`src/rtl/txclk_guard_pkg.sv`:
```
package txclk_guard_pkg;

  // Encoding of a clock source select bit.
  typedef enum logic {
    SRC_TX = 1'b0,
    SRC_RX = 1'b1
  } clk_src_e;

endpackage

```
`src/rtl/txclk_sync.sv`:
```
module txclk_sync #(
  parameter int STAGES = 2
) (
  input  logic clk,
  input  logic rst_n,
  input  logic d_async,
  output logic q_sync
);

  logic [STAGES-1:0] chain_q;

  generate
    for (genvar g = 0; g < STAGES; g++) begin : g_stage
      if (g == 0) begin : g_first
        always_ff @(posedge clk or negedge rst_n) begin
          if (!rst_n) chain_q[0] <= 1'b0;
          else        chain_q[0] <= d_async;
        end
      end else begin : g_rest
        always_ff @(posedge clk or negedge rst_n) begin
          if (!rst_n) chain_q[g] <= 1'b0;
          else        chain_q[g] <= chain_q[g-1];
        end
      end
    end
  endgenerate

  assign q_sync = chain_q[STAGES-1];

endmodule

```
`src/rtl/txclk_loss_det.sv`:
```
module txclk_loss_det #(
  parameter int LOSS_CYC    = 8,
  parameter int RECOV_EDGES = 4
) (
  input  logic clk,
  input  logic rst_n,
  input  logic lvl_sync,
  output logic loss_q,
  output logic chg_q
);

  localparam int GAP_W = $clog2(LOSS_CYC + 1);
  localparam int REC_W = $clog2(RECOV_EDGES + 1);
  localparam logic [GAP_W-1:0] GAP_MAX  = GAP_W'(LOSS_CYC);
  localparam logic [REC_W-1:0] REC_LAST = REC_W'(RECOV_EDGES - 1);

  logic             prev_q;
  logic             act;
  logic [GAP_W-1:0] gap_q, gap_nx;
  logic [REC_W-1:0] rec_q, rec_nx;
  logic             loss_nx;

  assign act = lvl_sync ^ prev_q;

  always_comb begin
    if (act)                  gap_nx = '0;
    else if (gap_q == GAP_MAX) gap_nx = gap_q;
    else                      gap_nx = gap_q + 1'b1;

    loss_nx = loss_q;
    rec_nx  = rec_q;
    if (!loss_q) begin
      loss_nx = (gap_nx == GAP_MAX);
      rec_nx  = '0;
    end else if (act) begin
      if (rec_q == REC_LAST) begin
        loss_nx = 1'b0;
        rec_nx  = '0;
      end else begin
        rec_nx = rec_q + 1'b1;
      end
    end else if (gap_nx == GAP_MAX) begin
      rec_nx = '0;
    end
  end

  always_ff @(posedge clk or negedge rst_n) begin
    if (!rst_n) begin
      prev_q <= 1'b0;
      gap_q  <= '0;
      rec_q  <= '0;
      loss_q <= 1'b0;
      chg_q  <= 1'b0;
    end else begin
      prev_q <= lvl_sync;
      gap_q  <= gap_nx;
      rec_q  <= rec_nx;
      loss_q <= loss_nx;
      chg_q  <= loss_nx ^ loss_q;
    end
  end

endmodule

```
`src/rtl/txclk_src_sel.sv`:
```
module txclk_src_sel
  import txclk_guard_pkg::*;
(
  input  logic     clk,
  input  logic     rst_n,
  input  logic     loss,
  input  logic     failover_en,
  input  logic     pay_lpbk,
  input  logic     line_lpbk,
  output clk_src_e int_src,
  output clk_src_e out_src
);

  clk_src_e int_nx, out_nx;

  always_comb begin
    int_nx = SRC_TX;
    if (pay_lpbk || (loss && failover_en)) int_nx = SRC_RX;
    out_nx = line_lpbk ? SRC_RX : int_nx;
  end

  always_ff @(posedge clk or negedge rst_n) begin
    if (!rst_n) begin
      int_src <= SRC_TX;
      out_src <= SRC_TX;
    end else begin
      int_src <= int_nx;
      out_src <= out_nx;
    end
  end

endmodule

```
`src/rtl/txclk_guard.sv`:
```
module txclk_guard
  import txclk_guard_pkg::*;
#(
  parameter int SYNC_STAGES = 2,
  parameter int LOSS_CYC    = 8,
  parameter int RECOV_EDGES = 4
) (
  input  logic clk,
  input  logic rst_n,
  input  logic tx_in_clk,
  input  logic failover_en,
  input  logic pay_lpbk,
  input  logic line_lpbk,
  output logic loss,
  output logic loss_chg,
  output logic int_sel_rx,
  output logic out_sel_rx
);

  logic     lvl_sync;
  clk_src_e int_src, out_src;

  txclk_sync #(.STAGES(SYNC_STAGES)) u_sync (
    .clk     (clk),
    .rst_n   (rst_n),
    .d_async (tx_in_clk),
    .q_sync  (lvl_sync)
  );

  txclk_loss_det #(.LOSS_CYC(LOSS_CYC), .RECOV_EDGES(RECOV_EDGES)) u_det (
    .clk      (clk),
    .rst_n    (rst_n),
    .lvl_sync (lvl_sync),
    .loss_q   (loss),
    .chg_q    (loss_chg)
  );

  txclk_src_sel u_sel (
    .clk         (clk),
    .rst_n       (rst_n),
    .loss        (loss),
    .failover_en (failover_en),
    .pay_lpbk    (pay_lpbk),
    .line_lpbk   (line_lpbk),
    .int_src     (int_src),
    .out_src     (out_src)
  );

  assign int_sel_rx = (int_src == SRC_RX);
  assign out_sel_rx = (out_src == SRC_RX);

endmodule

```
`config.mk`:
```
export PLATFORM = sky130hd
export DESIGN_NAME = txclk_guard
export DESIGN_NICKNAME = d
export VERILOG_FILES = /design/src/rtl/txclk_guard_pkg.sv /design/src/rtl/txclk_sync.sv /design/src/rtl/txclk_loss_det.sv /design/src/rtl/txclk_src_sel.sv /design/src/rtl/txclk_guard.sv
export SDC_FILE = /design/constraint.sdc
export NUM_CORES = 1
export LEC_CHECK = 0
export ABC_AREA = 0
export BUFFER_PORTS_ARGS = -buffer_cell sky130_fd_sc_hd__buf_2
export CAP_MARGIN = 20
export CORE_AREA = 3 3 43 45
export DETAILED_ROUTE_END_ITERATION = 8
export DIE_AREA = 0 0 46 48
export PLACE_DENSITY = 0.63
export SLEW_MARGIN = 20
export SYNTH_ARGS = -nofsm -noshare
export SYNTH_HDL_FRONTEND = slang
export SYNTH_HIERARCHICAL = 1
export SYNTH_SLANG_ARGS = --single-unit
```
`constraint.sdc`:
```
create_clock -name clk -period 2.08 [get_ports clk]
set_input_delay 0.312 -clock clk [delete_from_list [all_inputs] [get_ports clk]]
set_output_delay 0.312 -clock clk [all_outputs]
set_load 0.05 [all_outputs]
```
==> results_dict.tcl <==
set metrics [dict create \
    n_antenna_cell 0 \
    yosysTopAreaCell "dfrtp_1" \
    cts_setup_buffers 0 \
    final-hold-violation-count 0 \
    cp_num_cells 4 \
    place_inst 76 \
    ir_drop_uv 593 \
    cts_tree "built" \
    ys_seq_area_share_pct 56.1 \
    final_nets 75 \
    p_total_uw 780 \
    wl_per_cell_um 12.3 \
    critPathMaxStageDelay_ns 0.52 \
    drive_gt1_share_pct 24.6 \
    cts_resized 0 \
    status "finished clean" \
    place_congestion 0.793 \
    area_growth_pct 17.2 \
    viasPerCell 5.12 \
    p_leak_nw 0.349 \
    crit_fanout 5 \
    crit_required_ns 2.24 \
    io_buffers 9 \
    p_per_area_nw_per_um2 1070 \
    grt_pass1_vias 340 \
    dieArea_um2 2210 \
    core-area_um2 1510 \
    synth_area_leaders "dfrtp_1, ha_1, xor2_1" \
    cp-start-kind "flip-flop" \
    start_util_pct 41.4 \
    cp-end-kind "flip-flop" \
    worstHoldPathType "input pin to flip-flop" \
    grt_pass1_wl_um 1520 \
    die_w_um 46 \
    ff2ff_setup_slack_ns 0.07 \
    fmax_ghz 0.498 \
    numClockSinks 14 \
    stdcell_count 81 \
    synth_area_um2 624 \
    grt_max_degree 15 \
    path_buf_inv 0 \
    rsz0062_at_grt "false" \
    crit_end "u_det/rec_q[0]$_DFFE_PN0P_" \
    synthCells 52 \
    layout_worst_path_cycle_share_pct 96.5 \
    slew_violations 0 \
    yosys.cell_types.count 23 \
    htree_levels 1 \
    routed_wl_um 995 \
    postRouteAntennaNets 0 \
    cts_buffers 3 \
    yosysWarningCount 6 \
    dr.pass1.iters 4 \
    crit_family "compound AO/OA/AOI/OAI gates" \
    tightestPinTransition_ns 0.643 \
    num-fill-cells 142 \
    syn-num-nets 61 \
    die_y_um 48 \
    drc 0 \
    rr_endpoint "u_det/rec_q[0]$_DFFE_PN0P_" \
    holdBufCountCts 1 \
    avgSynthCellArea_um2 12.0 \
    crit_arrival_ns 2.17 \
    clock_latency_ns 0.28 \
    dr_total_vias 415 \
    fin_setup_tns_ns 0 \
    yosysTopAreaCellShare_pct 56.1 \
    path_clk_slew_ns 0.08 \
    antenna_found_initial 0 \
    hpwl_um 720 \
    reg2reg_depth 4 \
    num_rows 14 \
    slowest_stage "or4b_1" \
    grt-ovfl-total 0 \
    drv_cap 0 \
    setup_viol_count_final 0 \
    regToRegStartpoint "u_det/gap_q[1]$_DFF_PN0_" \
    cts-root-buf "clkbuf_4" \
    drtIter0Drc 1 \
    cts.path.max_buffers 2 \
    ys_seq_elements 14 \
    fin_crit_ns 2.01 \
    slew_headroom_pct 57.0 \
    final_core_util_pct 48.6 \
    grtUsageTotal_pct 10.5 \
    hold_slack_ns 0.144 \
    critPathLaunch "u_det/gap_q[1]$_DFF_PN0_" \
    fin_worst_skew_ns 0.00748 \
    worstSetupPathType "flip-flop to flip-flop" \
    io_pins 10 \
    cp_cell_sequence "ha_1 > or4b_1 > a311o_1 > a41o_1" \
]
==> layout make-up <==
class | count | area (um2) | share of cell area [%]
multi-input cells | 35 | 263 | 35.9
well taps | 16 | 20.0 | 2.74
repair buffers | 10 | 55.1 | 7.52
inverters | 2 | 7.51 | 1.03
clock buffers | 4 | 36.3 | 4.96
flip-flops and latches | 14 | 350 | 47.9
==> Yosys cell counts <==
| cell | n |
|---|---|
| nor4b_1 | 1 |
| a41o_1 | 2 |
| or4b_1 | 1 |
| and3b_2 | 1 |
| mux2_2 | 1 |
| o2bb2ai_1 | 1 |
| and2_1 | 1 |
| nor3_1 | 1 |
| dfrtp_1 | 14 |
| inv_1 | 2 |
| buf_1 | 1 |
| o2111a_1 | 1 |
| nor2_1 | 4 |
| nand2_1 | 5 |
| nand3_1 | 3 |
| nor2b_1 | 1 |
| xnor2_1 | 2 |
| a21o_2 | 1 |
| a311o_1 | 1 |
| ha_1 | 3 |
| xor2_1 | 3 |
| o31ai_1 | 1 |
| a211o_1 | 1 |
==> where the power goes <==
group / switching [mW] / internal (mW) / total, mW
registers: 0.0528 / 0.319 / 0.372
logic: 0.132 / 0.0876 / 0.219
clock network: 0.0824 / 0.106 / 0.189
==> state kept, by name, indices dropped and copies added, names as in the netlist <==
signal / count
u_sync/chain_q: 1
u_det/chg_q: 1
u_det/rec_q: 3
u_det/prev_q: 1
u_sync/q_sync: 1
u_sel/int_src: 1
u_sel/out_src: 1
u_det/gap_q: 4
u_det/loss_q: 1
==> worst min path at each step <==
stage | start | end | depth (start not counted)
after global routing | tx_in_clk | u_sync/chain_q[0]$_DFF_PN0_ | 1
after detailed placement | rst_n | u_det/rec_q[1]$_DFFE_PN0P_ | 1
after global placement | rst_n | u_det/rec_q[1]$_DFFE_PN0P_ | 1
after CTS | tx_in_clk | u_sync/chain_q[0]$_DFF_PN0_ | 1
final | tx_in_clk | u_sync/chain_q[0]$_DFF_PN0_ | 1
after floorplan | rst_n | u_det/chg_q$_DFF_PN0_ | 0
==> layout by cell type (no fill, tap or decap) <==
cell,synthesis,routed
a211o_1,1,1
a21o_2,1,1
a311o_1,1,1
a41o_1,2,2
and2_1,1,1
and3b_2,1,1
buf_2,0,9
clkbuf_4,0,3
clkbuf_8,0,1
dfrtp_1,14,14
dlygate4sd3_1,0,1
ha_1,3,3
inv_1,2,2
mux2_2,1,1
nand2_1,5,5
nand3_1,3,3
nor2_1,4,4
nor2b_1,1,1
nor3_1,1,1
nor4b_1,1,1
o2111a_1,1,1
o2bb2ai_1,1,1
o31ai_1,1,1
or4b_1,1,1
xnor2_1,2,2
xor2_1,3,3
==> through the flow <==
step	setup slack [ns]	instance area [um2]
final	0.0729	732
after global routing	0.00875	732
after CTS	0.0790	732
after detailed placement	0.105	686
after global placement	0.110	686
after floorplan	0.202	624
==> layer usage <==
metal / GRT usage, % / part of all wire, % / up-vias / routed length [um]
met3: 6.77 / 4.9 / 2 / 49
met5: 0 / 0 / - / 0
met4: 5.11 / 1.0 / 0 / 10
li1: - / - / 214 / -
met1: 14.3 / 51 / 192 / 506
met2: 12.4 / 43 / 7 / 428
==> cells by family (layout without fill, tap and decap cells) <==
kind of cell	Yosys count	in the layout	synth area share, %
flops	14	14	56.1
mux	1	1	1.80
buf+inv	3	16	1.80
fa+ha+maj	3	3	6.01
simple gates	18	18	15.2
compound gates	8	8	12.0
xor+xnor	5	5	7.02
Power figures use the tool's default switching activity.
